`src/rtl/tocp_pkg.sv`:
```
package tocp_pkg;
    localparam int unsigned PATHS   = 2;
    localparam int unsigned SHIFT_W = 3;

    function automatic int unsigned sum_width(input int unsigned nph, input int unsigned sw);
        return sw + $clog2(nph + 1);
    endfunction
endpackage

```
`src/rtl/tocp_sum.sv`:
```
module tocp_sum #(
    parameter int unsigned NPH  = 7,
    parameter int unsigned SW   = 12,
    parameter int unsigned SUMW = 15
) (
    input  logic                   clk,
    input  logic                   rst_n,
    input  logic                   vld_i,
    input  logic [NPH*SW-1:0]      smp_i,
    input  logic [NPH-1:0]         en_i,
    output logic                   vld_o,
    output logic signed [SUMW-1:0] sum_o
);
    localparam int unsigned EXT = SUMW - SW;

    typedef struct packed {
        logic                   vld;
        logic signed [SUMW-1:0] sum;
    } sum_st_t;

    sum_st_t st_d, st_q;
    logic signed [SUMW-1:0] term [NPH];

    for (genvar p = 0; p < NPH; p++) begin : g_term
        assign term[p] = en_i[p] ? {{EXT{smp_i[p*SW+SW-1]}}, smp_i[p*SW +: SW]} : '0;
    end

    always_comb begin
        st_d = st_q;
        st_d.vld = vld_i;
        if (vld_i) begin
            st_d.sum = '0;
            for (int p = 0; p < NPH; p++) begin
                st_d.sum = st_d.sum + term[p];
            end
        end
    end

    always_ff @(posedge clk or negedge rst_n) begin
        if (!rst_n) st_q <= '0;
        else        st_q <= st_d;
    end

    assign vld_o = st_q.vld;
    assign sum_o = st_q.sum;
endmodule

```
`src/rtl/tocp_path.sv`:
```
module tocp_path #(
    parameter int unsigned SUMW = 15,
    parameter int unsigned CW   = 8,
    parameter int unsigned KW   = 3
) (
    input  logic                   clk,
    input  logic                   rst_n,
    input  logic                   vld_i,
    input  logic signed [SUMW-1:0] sum_i,
    input  logic [KW-1:0]          shift_i,
    input  logic signed [SUMW-1:0] thr_i,
    input  logic [CW-1:0]          dwell_i,
    input  logic                   clr_i,
    output logic signed [SUMW-1:0] filt_o,
    output logic                   trip_o
);
    typedef struct packed {
        logic signed [SUMW-1:0] filt;
        logic [CW-1:0]          cnt;
        logic                   trip;
    } path_st_t;

    path_st_t st_d, st_q;
    logic signed [SUMW:0]   diff, step, wide;
    logic signed [SUMW-1:0] f_new;
    logic [CW-1:0]          need;
    logic                   above, set;

    always_comb begin
        diff  = {sum_i[SUMW-1], sum_i} - {st_q.filt[SUMW-1], st_q.filt};
        step  = diff >>> shift_i;
        wide  = {st_q.filt[SUMW-1], st_q.filt} + step;
        f_new = wide[SUMW-1:0];
        above = f_new > thr_i;
        need  = (dwell_i == '0) ? CW'(1) : dwell_i;
        set   = 1'b0;
        st_d  = st_q;
        if (vld_i) begin
            st_d.filt = f_new;
            if (above) begin
                if (st_q.cnt != '1) st_d.cnt = st_q.cnt + 1'b1;
                set = (st_d.cnt >= need);
            end else begin
                st_d.cnt = '0;
            end
        end
        if (clr_i) st_d.trip = 1'b0;
        if (set)   st_d.trip = 1'b1;
    end

    always_ff @(posedge clk or negedge rst_n) begin
        if (!rst_n) st_q <= '0;
        else        st_q <= st_d;
    end

    assign filt_o = st_q.filt;
    assign trip_o = st_q.trip;
endmodule

```
`src/rtl/tocp_top.sv`:
```
module tocp_top
    import tocp_pkg::*;
#(
    parameter int unsigned NPH  = 7,
    parameter int unsigned SW   = 12,
    parameter int unsigned CW   = 8,
    parameter int unsigned SUMW = sum_width(NPH, SW)
) (
    input  logic                    clk,
    input  logic                    rst_n,
    input  logic                    smp_vld,
    input  logic [NPH*SW-1:0]       smp_i,
    input  logic [NPH-1:0]          ph_en,
    input  logic [PATHS*SHIFT_W-1:0] cfg_shift,
    input  logic [PATHS*SUMW-1:0]   cfg_thr,
    input  logic [PATHS*CW-1:0]     cfg_dwell,
    input  logic [PATHS-1:0]        trip_clr,
    output logic [PATHS*SUMW-1:0]   filt_o,
    output logic [PATHS-1:0]        trip_o,
    output logic                    oc_fault_o
);
    logic                   tot_vld;
    logic signed [SUMW-1:0] tot;

    tocp_sum #(.NPH(NPH), .SW(SW), .SUMW(SUMW)) u_sum (
        .clk(clk), .rst_n(rst_n), .vld_i(smp_vld), .smp_i(smp_i),
        .en_i(ph_en), .vld_o(tot_vld), .sum_o(tot)
    );

    for (genvar g = 0; g < PATHS; g++) begin : g_path
        logic signed [SUMW-1:0] f;
        tocp_path #(.SUMW(SUMW), .CW(CW), .KW(SHIFT_W)) u_path (
            .clk(clk), .rst_n(rst_n), .vld_i(tot_vld), .sum_i(tot),
            .shift_i(cfg_shift[g*SHIFT_W +: SHIFT_W]),
            .thr_i(cfg_thr[g*SUMW +: SUMW]),
            .dwell_i(cfg_dwell[g*CW +: CW]),
            .clr_i(trip_clr[g]),
            .filt_o(f), .trip_o(trip_o[g])
        );
        assign filt_o[g*SUMW +: SUMW] = f;
    end

    assign oc_fault_o = |trip_o;
endmodule

```
`config.mk`:
```
export PLATFORM = sky130hd
export DESIGN_NAME = tocp_top
export DESIGN_NICKNAME = d
export VERILOG_FILES = /design/src/rtl/tocp_pkg.sv /design/src/rtl/tocp_sum.sv /design/src/rtl/tocp_path.sv /design/src/rtl/tocp_top.sv
export SDC_FILE = /design/constraint.sdc
export NUM_CORES = 1
export LEC_CHECK = 0
export BUFFER_PORTS_ARGS = -buffer_cell sky130_fd_sc_hd__buf_2
export CAP_MARGIN = 30
export CORE_MARGIN = 2
export CORE_UTILIZATION = 55
export DETAILED_ROUTE_END_ITERATION = 12
export PLACE_DENSITY = 0.87
export SYNTH_ARGS = -nofsm -noshare
export SYNTH_HDL_FRONTEND = slang
export SYNTH_SLANG_ARGS = --single-unit
```
`constraint.sdc`:
```
create_clock -name clk -period 16.7 [get_ports clk]
set_clock_uncertainty 0.2 [all_clocks]
set_input_delay 3.34 -clock clk [delete_from_list [all_inputs] [get_ports clk]]
set_output_delay 3.34 -clock clk [all_outputs]
set_load 0.005 [all_outputs]
```
---- Yosys cells after proc, flatten, opt, wreduce, memory -nomap -nowiden ----
Index checks and enable logic that the tools add are counted.
cells by class
  multiplexer cells ....................... 25
  equal/unequal tests ..................... 2
  magnitude comparators ................... 4
  reduce and logical (&&, ||, !) cells .... 5
  add/subtract/negate cells ............... 12
  shift-type cells ........................ 2
operators with widths
  kind                                                           count
  15-bit adder                                                   8
  15-bit two-way mux                                             7
  8-bit two-way mux                                              10
  16-bit by 3-bit >>> shifter with 15-bit output                 2
  15-bit by 15-bit subtractor with 16-bit output                 2
  15-bit > comparator                                            2
  8-bit by 1-bit adder with 8-bit output, second input constant  2
  8-bit >= comparator                                            2
  8-bit logical NOT                                              2
  8-bit != test, second input constant                           2
  1-bit two-way mux                                              8
  2-bit nonzero test                                             2
  2-bit OR reduction                                             1
word-level totals
  register bits ........................... 64
  word-level logic and storage cells ...... 58
  bits of input ports ..................... 148
  output and inout bits ................... 33

---- Depth between registers and ports, before layout ----
Gate-level depths: netlist of run 1.
  word-level depth ........................ 10
  gate-level depth with buffers ........... 30
  depth with buffers taken out ............ 30

---- Modules after synthesis ----
From an unflattened synthesis of run 1, not the netlist that was laid out.
second synthesis, totals
  cell total of the unflattened synthesis .. 1239
  area total of the unflattened synthesis .. 10600.2 um^2
modules (own cells, without submodules)
  module                        cells an instance  area an instance (um^2)  times used  seq. area each (um^2)
  tocp_path (g_path[1].u_path)  456                3739.8                   1           600.6
  tocp_path (g_path[0].u_path)  451                3691.0                   1           600.6
  tocp_sum                      331                3163.0                   1           400.4
  tocp_top                      1                  6.3                      1           0.0

---- Least setup slack after synthesis of run 1 ----
No wires, ideal clock.
  path kind ............................... input-to-reg
  start ................................... input cfg_shift[0]
  end ..................................... register g_path[0].u_path.st_q[2] (netlist bit)
  library setup time ...................... 0.121 ns
  path buffers ............................ 2
  arrival ................................. 7.841 ns
  slack ................................... 8.538 ns
  stages on the path ...................... 23
  data required time ...................... 16.379 ns
  cells stage by stage .................... buf_1 buf_1 o21ai_0 mux4_2 ha_1 a21o_1 a21oi_1 nor2b_1 o211ai_1 a21oi_1 o311a_1 o21a_1 or3_1 and2_1 ha_1 nand3_1 nor2_1 nand2_1 o221ai_1 nor2_1 o21ai_1 nand2_1 a22o_1
between the ends
  word-level cells in the longest chain between the ends .. 4
ends and longest elaborated chain
  what                                            line             RTL
  from (decl)                                     tocp_top.sv:14   input logic [PATHS*SHIFT_W-1:0] cfg_shift,
  16-bit by 3-bit >>> shifter with 15-bit output  tocp_path.sv:31  step = diff >>> shift_i;
  15-bit adder                                    tocp_path.sv:32  wide = {st_q.filt[SUMW-1], st_q.filt} + step;
  named net g_path[0].u_path.wide[13]             tocp_path.sv:24  logic signed [SUMW:0] diff, step, wide;
  15-bit > comparator                             tocp_path.sv:34  above = f_new > thr_i;
  8-bit two-way mux                               tocp_path.sv:40  if (above) begin
  to (signal assigned)                            tocp_path.sv:53  else st_q <= st_d;
  to (decl)                                       tocp_path.sv:23  path_st_t st_d, st_q;
The timed path passes the listed nets, and every way through them passes these cells.
A chain may end at the register's enable or synchronous reset.

---- Worst setup path in the final report of run 1 ----
  start ................................... input cfg_shift[0]
  end ..................................... register g_path[0].u_path.st_q[3] (netlist bit)
The elaborated chain is that of the path after synthesis.

==> results of run 1 <==
==> worst max-delay path by stage <==
stage                       from                              endpoint  slack (ps)  cells after the start
global route        cfg_shift[0]  g_path[0].u_path.st_q[3]$_DFFE_PN0P_        7810                     23
finish              cfg_shift[0]  g_path[0].u_path.st_q[3]$_DFFE_PN0P_        8180                     21
CTS                 cfg_shift[0]  g_path[0].u_path.st_q[3]$_DFFE_PN0P_        8230                     21
floorplan           cfg_shift[0]  g_path[0].u_path.st_q[2]$_DFFE_PN0P_        8540                     23
global placement    cfg_shift[0]  g_path[0].u_path.st_q[6]$_DFFE_PN0P_        8230                     22
detailed placement  cfg_shift[0]  g_path[0].u_path.st_q[5]$_DFFE_PN0P_        7980                     21
==> logic make-up (layout without fill, tap and decap cells) <==
kind of cell | count (synthesis) | in the layout
compound gates | 265 | 265
xor+xnor | 71 | 71
fa+ha+maj | 189 | 189
buf+inv | 213 | 349
flops | 64 | 64
mux | 70 | 70
simple gates | 303 | 303
==> cells in the mapped netlist, drive strengths merged (14+ instances only) <==
cell type	instances
mux2	42
o211ai	15
clkbuf	26
nand2b	17
o21a	26
mux2i	23
fa	66
a21o	29
a21oi	57
nand3	24
ha	123
buf	36
xor2	16
nand2	106
inv	150
a22o	14
xnor2	55
dfrtp	64
and2	40
o21ai	61
nor2b	19
nor2	55
==> final cells by class <==
class / count / area [sq um]
multi-input combinational: 898 / 7506
clock buffer: 12 / 246.5
timing repair buffer: 182 / 915.9
fill: 1478 / 6701
inverter: 151 / 566.8
sequential: 64 / 1602
tap: 229 / 286.5
clock inverter: 4 / 77.57
==> stage by stage <==
stage | hold WS [ps] | std cells
finish | 330.8 | 1540
global route | 366.1 | 1540
CTS | 343.4 | 1540
detailed placement | 327.4 | 1524
global placement | 320.2 | 1524
floorplan | 294.6 | 1175
==> critical path, stage by stage <==
cell and delay [ps]:
buf_2 370, mux2_2 410, mux4_2 520, fa_1 460
a211oi_1 240, o21bai_1 160, o31ai_1 430, o21ai_1 180
nor4_1 310, o31a_1 250, xor2_1 190, xnor2_1 140
ha_1 340, nand3_1 100, nor2_1 110, nand2_1 80
o221ai_1 190, nor2_1 70, o21ai_1 180, nand2_1 210
a22o_1 250
==> per-layer routing <==
| metal | GRT usage [%] | up-vias | wire [um] |
|---|---|---|---|
| met5 | 0 | - | 0 |
| met4 | 7.815 | 0 | 705 |
| met3 | 3.488 | 42 | 1288 |
| met2 | 42.70 | 287 | 11540 |
| met1 | 30.54 | 4081 | 9866 |
| li1 | - | 4272 | - |
==> sequential cells by signal, summed over array words and instances, names as in the netlist <==
| signal | cells |
|---|---|
| g_path.u_path.filt_o | 30 |
| g_path.u_path.trip_o | 2 |
| g_path.u_path.st_q | 16 |
| u_sum.vld_o | 1 |
| u_sum.sum_o | 15 |
==> summary.md, run 1 <==
| Metric | Value |
|---|---|
| Top_reg_cell synth | dfrtp_1 |
| Drt pass-1 iters | 5 |
| Die width | 139.0 um |
| Post-cts sizing count | 0 |
| Hold_buf cts | 0 |
| Max transition margin | 40.15% |
| Area share of the largest cell type after synthesis | 15.97% |
| R2R cell count | 27 |
| Final instance area | 11200 sq um |
| Root buf cell | clkbuf_16 |
| Setup TNS | 0 ps |
| Synth Cell Area | 10030 sq um |
| Area Growth Syn to Fin | 11.70% |
| Diodes inserted | 0 |
| Vias/cell | 5.638 |
| Hold path startpoint | g_path[1].u_path.trip_o$_DFFE_PN0P_ |
| Fmax | 117.3 MHz |
| Synth area leaders | dfrtp_1 16%, ha_1 15%, fa_1 13%, inv_1 5.6%, xnor2_1 4.8% |
| Status | finished, final reports clean |
| First-pass GRT wire length | 38940 um |
| Main combinational cell family by area after synthesis | adder cells |
| Final HPWL DP | 19640 um |
| Sinks on Clock Net | 64 |
| Clock Path Buffers | 2 |
| Worst r2r dst | g_path[0].u_path.st_q[3]$_DFFE_PN0P_ |
| Core Area | 17900 sq um |
| Initial antenna violation count | 1 |
| Setup bufs post-CTS | 0 |
| Final Cycle Share | 51.04% |
| Min-Delay Path Class | register to register |
| Final Setup Violations | 0 |
| Final min period | 8523 ps |
| Routed vias | 8682 |
| IO Pins | 181 |
| Crit start category | input port |
| Total GRT Usage | 24.17% |
| Die H | 139.0 um |
| # nets final | 1643 |
| Count of cell types in the netlist | 62 |
| Yosys warnings | 0 |
| Total grt overflow | 0 |
| Placement Rows | 49 |
| Gpl congestion | 0.9175 |
| Largest net degree at the start of global routing | 65 |
| Hold path cells | 1 |
| Antenna viol nets, final | 0 |
| Clk slew on worst S/H paths | 60 ps |
| Post-synthesis sequential area ratio | 15.97% |
| Commonest non-fill, non-tap cell in the layout | buf_2 |
| Drt initial violations | 494 |
| CTS buffer count | 9 |
| Most frequent cells in the layout | 180 x buf_2, 150 x inv_1, 123 x ha_1 |
| WHS Endpoint | g_path[1].u_path.trip_o$_DFFE_PN0P_ |
| Final core occ | 62.57% |
| Mux cell area share after synthesis | 8.136% |
| Post-Syn Instances | 1175 |
| Routed wire length per instance | 15.20 um |
| Unrepaired setup endpoints after global routing | no |
| Number of max-cap violations | 0 |
| WP data required | 16720 ps |
| Die footprint | 19330 sq um |
| Yosys top cell by area | dfrtp_1 |
| Drc violations | 0 |
| Flops & latches, synth | 64 |
| R2R Path Start | g_path[0].u_path.filt_o[1]$_DFFE_PN0P_ |
| Pins Over Slew Limit | 0 |
| TritonCTS clock tree | built |
| Async set-or-reset flop fraction in the synthesized netlist | 100.0% |
| Simple-Gate Fraction of Synth Area | 14.57% |
| Clock latency on the worst-skew pair | 340 ps |
| R2r setup slk | 9520 ps |
| Layout cell share with drive strength beyond 1 | 19.22% |
| Buffers added on ports | 180 |
| Mapped Nets | 1512 |
| Area fraction in compound gates after synthesis | 17.42% |
| Critical Path AT | 8540 ps |
| Mean post-synth cell area | 8.534 sq um |
| Post-synthesis adder-cell area fraction | 28.53% |
| H-tree Lvls | 3 |
| Place WS | 7985 ps |
| Largest fanout on the critical path | 22 |
| Final Hold Vio Count | 0 |
| Initial core utilization | 56.01% |
| Post-Place Cell Area | 10880 sq um |
| Vias in the first global route | 8453 |
| CP Class | input port to register |
| Number of enable flip-flop cells after synthesis | 0 |
| Final WL | 23400 um |
| Least-Margin Pin Slew | 886.2 ps |
| Setup crit end kind | register |
| PnR worst setup slack | 8177 ps |
| Synth Area in XOR/XNOR | 6.202% |
Power of run 1 is not shown: default switching activity piles up to over one toggle a cycle in this logic, so the estimate is an artifact.
==> run 2: changes to the inputs <==
--- a/config.mk
+++ b/config.mk
@@ -8,7 +8,7 @@
 export BUFFER_PORTS_ARGS = -buffer_cell sky130_fd_sc_hd__buf_2
 export CAP_MARGIN = 30
 export CORE_MARGIN = 2
-export CORE_UTILIZATION = 55
+export CORE_UTILIZATION = 53
 export DETAILED_ROUTE_END_ITERATION = 12
 export PLACE_DENSITY = 0.87
 export SYNTH_ARGS = -nofsm -noshare
==> constraint.sdc (replaced) <==
create_clock -name clk -period 7.4 [get_ports clk]
set_clock_uncertainty 0.2 [all_clocks]
set_input_delay 1.48 -clock clk [delete_from_list [all_inputs] [get_ports clk]]
set_output_delay 1.48 -clock clk [all_outputs]
set_load 0.005 [all_outputs]
==> summary.md, run 2 (synthesis gave the netlist of run 1 again) <==
| Metric | Value |
|---|---|
| Initial core utilization | 53.79% |
| Critical Path AT | 6910 ps |
| Vias in the first global route | 8639 |
| Vias/cell | 5.630 |
| GR Util met1 | 30.25% |
| Drt initial violations | 419 |
| Setup TNS | 0 ps |
| # nets final | 1644 |
| Buffers added on ports | 180 |
| Placed cells | 1530 |
| Fin cells | 1547 |
| Clk slew on worst S/H paths | 60 ps |
| Layout cell share with drive strength beyond 1 | 19.51% |
| Final Hold Vio Count | 0 |
| Core Area | 18640 sq um |
| First-pass GRT wire length | 39630 um |
| Final min period | 6870 ps |
| R2R cell count | 28 |
| Max transition margin | 37.58% |
| CP Class | register to register |
| Area Growth Syn to Fin | 11.77% |
| Unrepaired setup endpoints after global routing | no |
| Final WL | 23780 um |
| Largest fanout on the critical path | 6 |
| WP data required | 7440 ps |
| Status | finished, final reports clean |
| Filler cells | 1588 |
| Number of max-cap violations | 0 |
| Worst r2r dst | g_path[0].u_path.st_q[6]$_DFFE_PN0P_ |
| Placement Rows | 50 |
| Die footprint | 20040 sq um |
| Final HPWL DP | 19850 um |
| Clock latency on the worst-skew pair | 360 ps |
| Fmax | 145.6 MHz |
| Routed vias | 8709 |
| Critical Path End | g_path[0].u_path.st_q[6]$_DFFE_PN0P_ |
| Min-Delay Path Class | register to register |
| R2r setup slk | 530 ps |
| Multi-input gate area | 7513 sq um |
| Final Cycle Share | 92.84% |
| Least-Margin Pin Slew | 929.1 ps |
| Clock Path Buffers | 2 |
| Largest net degree at the start of global routing | 65 |
| CP max stage cell | mux4_2 |
| TritonCTS clock tree | built |
| Root buf cell | clkbuf_16 |
| Setup bufs post-CTS | 0 |
| Total GRT Usage | 24.33% |
| IO Pins | 181 |
| Max FFs per register | 30 |
| Die width | 141.5 um |
| H-tree Lvls | 3 |
| Pins Over Slew Limit | 0 |
| PnR worst setup slack | 529.8 ps |
| Critical Path Source | g_path[0].u_path.filt_o[1]$_DFFE_PN0P_ |
| Initial antenna violation count | 0 |
| Die H | 141.5 um |
| Met2 Use GR | 42.92% |
| Crit start category | register |
| Place WS | 453.6 ps |
| CTS buffer count | 9 |
| Critical Path Max Stage Delay | 520 ps |
| Most frequent cells in the layout | 180 x buf_2, 150 x inv_1, 123 x ha_1 |
| Sinks on Clock Net | 64 |
| GRT met3 Usage | 3.442% |
| Antenna viol nets, final | 0 |
| Final Setup Violations | 0 |
| Routed wire length per instance | 15.37 um |
| Total grt overflow | 0 |
| R2R Path Start | g_path[0].u_path.filt_o[1]$_DFFE_PN0P_ |
| Drt pass-1 iters | 5 |
| Commonest non-fill, non-tap cell in the layout | buf_2 |
| Sequential cell area | 1602 sq um |
| Busiest grt layer | met2 |
| Gpl congestion | 0.9078 |
| Setup crit end kind | register |
| Drc violations | 0 |
## run 2: cell types whose count changed in the layout (fill, tap and decap cells not counted)
cell / change
clkinv_2: +1
diode_2: +1
inv_6: +1
o41ai_2: +1
clkbuf_1: -2
buf_4: +1
bufinv_16: -1
o41ai_1: -1
clkinvlp_4: +2
clkinv_4: -1
## run 2: layout make-up
class / count / area share [%]
inverter: 151 / 5.057
antenna: 1 / 0.02233
clock buffer: 10 / 2.132
sequential: 64 / 14.29
timing repair buffer: 183 / 8.239
tap: 234 / 2.612
clock inverter: 6 / 0.6029
multi-input combinational: 898 / 67.04
## run 2: worst max-delay path: cells and delay by family (launching register included)
family                     cells  cell delay, ps
muxes                          2             830
adders and majority gates      3             890
buffers and inverters          1             110
DFF                            1             480
AOI/OAI and AO/OA             11            2580
and+or+nand+nor               10            1570
xor gates and xnor gates       1             100
## run 2: routing by layer
layer / up-vias / share of wire [%] / wire length (um)
met4: 0 / 2.8 / 675
li1: 4273 / - / -
met5: - / 0 / 0
met2: 315 / 49 / 11550
met1: 4068 / 43 / 10140
met3: 53 / 5.9 / 1409
## run 2: worst min-delay path by stage
stage	startpoint	endpoint	slack, ps	depth (start not counted)
after floorplan	g_path[1].u_path.trip_o$_DFFE_PN0P_	g_path[1].u_path.trip_o$_DFFE_PN0P_	290	1
after global placement	g_path[1].u_path.trip_o$_DFFE_PN0P_	g_path[1].u_path.trip_o$_DFFE_PN0P_	320	1
after detailed placement	g_path[0].u_path.trip_o$_DFFE_PN0P_	g_path[0].u_path.trip_o$_DFFE_PN0P_	330	2
after CTS	g_path[0].u_path.trip_o$_DFFE_PN0P_	g_path[0].u_path.trip_o$_DFFE_PN0P_	340	2
after global routing	g_path[1].u_path.trip_o$_DFFE_PN0P_	g_path[1].u_path.trip_o$_DFFE_PN0P_	360	1
final	g_path[0].u_path.trip_o$_DFFE_PN0P_	g_path[0].u_path.trip_o$_DFFE_PN0P_	330	2
## run 2: metrics by stage
stage | hold WS, ps | instance area (sq um) | util, %
global route | 363.8 | 11200 | 60.10
floorplan | 294.6 | 10030 | -
global placement | 319.1 | 10890 | 58.42
CTS | 336.6 | 11200 | 60.06
finish | 333.3 | 11210 | 60.11
detailed placement | 327.4 | 10890 | 58.42
## run 2: repair_timing
| action | 4_1_cts | 5_1_grt |
|---|---|---|
| endpoints found under the setup margin | 0 | 6 |
| resized for setup | 0 | 1 |
| hold buffers | 0 | 0 |
Power of run 2 is left out for the same reason.
==> run 3: changes to the inputs <==
--- a/config.mk
+++ b/config.mk
@@ -11,6 +11,7 @@
 export CORE_UTILIZATION = 53
 export DETAILED_ROUTE_END_ITERATION = 12
 export PLACE_DENSITY = 0.87
+export REMOVE_ABC_BUFFERS = 1
 export SYNTH_ARGS = -nofsm -noshare
 export SYNTH_HDL_FRONTEND = slang
 export SYNTH_SLANG_ARGS = --single-unit
==> summary.md, run 3 (synthesis gave the netlist of run 1 again) <==
| Metric | Value |
|---|---|
| GRT met3 Usage | 4.050% |
| GR Util met1 | 28.37% |
| Critical Path AT | 6870 ps |
| # nets final | 1644 |
| CP Class | register to register |
| Setup TNS | 0 ps |
| Setup crit end kind | register |
| Core Area | 18640 sq um |
| Initial antenna violation count | 2 |
| Vias/cell | 5.619 |
| Placement Rows | 50 |
| Most frequent cells in the layout | 180 x buf_2, 150 x inv_1, 123 x ha_1 |
| Largest fanout on the critical path | 8 |
| Layout cell share with drive strength beyond 1 | 19.51% |
| Status | finished, final reports clean |
| Clock Path Buffers | 2 |
| Worst r2r dst | g_path[1].u_path.st_q[4]$_DFFE_PN0P_ |
| Die width | 141.5 um |
| Die footprint | 20040 sq um |
| Max FFs per register | 30 |
| Drc violations | 0 |
| IO Pins | 181 |
| Initial core utilization | 53.79% |
| WP buf/inv | 2 |
| Drt initial violations | 552 |
| Final Setup Violations | 0 |
| Filler cells | 1552 |
| Die H | 141.5 um |
| Met2 Use GR | 42.87% |
| Final Cycle Share | 92.30% |
| Antenna viol nets, final | 0 |
| Gpl congestion | 0.9239 |
| Final HPWL DP | 19570 um |
| H-tree Lvls | 3 |
| R2r setup slk | 570 ps |
| TritonCTS clock tree | built |
| Hold path cells | 1 |
| Final WL | 23750 um |
| WP data required | 7440 ps |
| CTS buffer count | 9 |
| Sequential cell area | 1602 sq um |
| Routed vias | 8693 |
| Commonest non-fill, non-tap cell in the layout | buf_2 |
| Total grt overflow | 0 |
| CP max stage cell | nor3_1 |
| Root buf cell | clkbuf_16 |
| Unrepaired setup endpoints after global routing | no |
| Sinks on Clock Net | 64 |
| Drt pass-1 iters | 5 |
| Routed wire length per instance | 15.35 um |
| R2R Path Start | g_path[1].u_path.filt_o[4]$_DFFE_PN0P_ |
| Multi-input gate area | 7513 sq um |
| WHS Endpoint | g_path[1].u_path.trip_o$_DFFE_PN0P_ |
| CP delay by family, top | compound AO/OA/AOI/OAI gates |
| Least-Margin Pin Slew | 987.6 ps |
| Fmax | 146.4 MHz |
| Vias in the first global route | 8699 |
| Clk slew on worst S/H paths | 60 ps |
| Hold path startpoint | g_path[1].u_path.trip_o$_DFFE_PN0P_ |
| Crit start category | register |
| Area Growth Syn to Fin | 12.14% |
| Final min period | 6830 ps |
| Crit-path most repeated cell | ha_1 |
| R2R cell count | 25 |
| Critical Path Max Stage Delay | 620 ps |
| Busiest grt layer | met2 |
| Largest net degree at the start of global routing | 65 |
| Clock latency on the worst-skew pair | 350 ps |
| First-pass GRT wire length | 38880 um |
| Min-Delay Path Class | register to register |
| Total GRT Usage | 23.78% |
| Final Hold Vio Count | 0 |
| Max transition margin | 33.30% |
| Pins Over Slew Limit | 0 |
| Critical Path Source | g_path[1].u_path.filt_o[4]$_DFFE_PN0P_ |
| Number of max-cap violations | 0 |
| Buffers added on ports | 180 |
[run 3: cell count changes in the layout (fill, tap and decap cells not counted)]
cell	change
bufinv_16	+2
clkbuf_8	-1
clkinv_4	-1
[run 3: worst register-to-register path, cell delays in order, from the launching register on]
cell      delay [ps]
dfrtp_1          370
inv_1             80
ha_1             360
a21o_1           220
o41a_1           430
a221o_1          380
a211oi_1         240
nor2_1           120
mux4_2           490
mux2_2           280
ha_1             320
or2_2            300
a21oi_1          230
a31oi_1          120
a21o_1           210
a21oi_1          190
xnor2_1          160
xnor2_1          140
ha_1             350
nand4_1           90
nor2_1           180
nand3_1          140
nor3_1           620
nor3_1           110
buf_4            200
a22o_1           220
[run 3: per-layer routing]
layer  vias to the layer above  wire, um
met2                       232     11900
met1                      4145     10100
met3                        50      1032
li1                       4264         -
met5                         -        16
met4                         2       706
[run 3: timing repair]
action,in CTS,in global routing
setup buffers,0,0
hold buffers,0,0
gates resized for setup,0,1
endpoints found under the setup margin,0,3
[run 3: worst max path at each step]
stage	slack, ps	to	cells past startpoint
after floorplan	1290	g_path[0].u_path.st_q[2]$_DFFE_PN0P_	28
after global placement	750	g_path[1].u_path.st_q[4]$_DFFE_PN0P_	23
after detailed placement	550	g_path[1].u_path.st_q[4]$_DFFE_PN0P_	23
after CTS	580	g_path[0].u_path.st_q[5]$_DFFE_PN0P_	27
after global routing	150	g_path[0].u_path.st_q[2]$_DFFE_PN0P_	27
final	570	g_path[1].u_path.st_q[4]$_DFFE_PN0P_	25
[run 3: stage by stage]
step / worst slack [ps] / hold slack [ps] / utilization, % / std cells / instance area [sq um]
after global routing: 150.6 / 369.8 / 60.32 / 1547 / 11240
after global placement: 747.4 / 326.8 / 58.42 / 1530 / 10890
final: 569.6 / 342.8 / 60.32 / 1547 / 11240
after floorplan: 1291 / 310.6 / - / 1113 / 9674
after detailed placement: 548.5 / 338.0 / 58.42 / 1530 / 10890
after CTS: 584.7 / 355.1 / 60.26 / 1546 / 11230
[run 3: cell type report]
cell class / instances / area share (%)
Multi-Input combinational cell: 898 / 66.82
Inverter: 151 / 5.041
Antenna cell: 1 / 0.02225
Timing Repair Buffer: 183 / 8.212
Tap cell: 234 / 2.604
Clock buffer: 9 / 2.003
Sequential cell: 64 / 14.24
Clock inverter: 7 / 1.057
Power of run 3 is left out for the same reason.
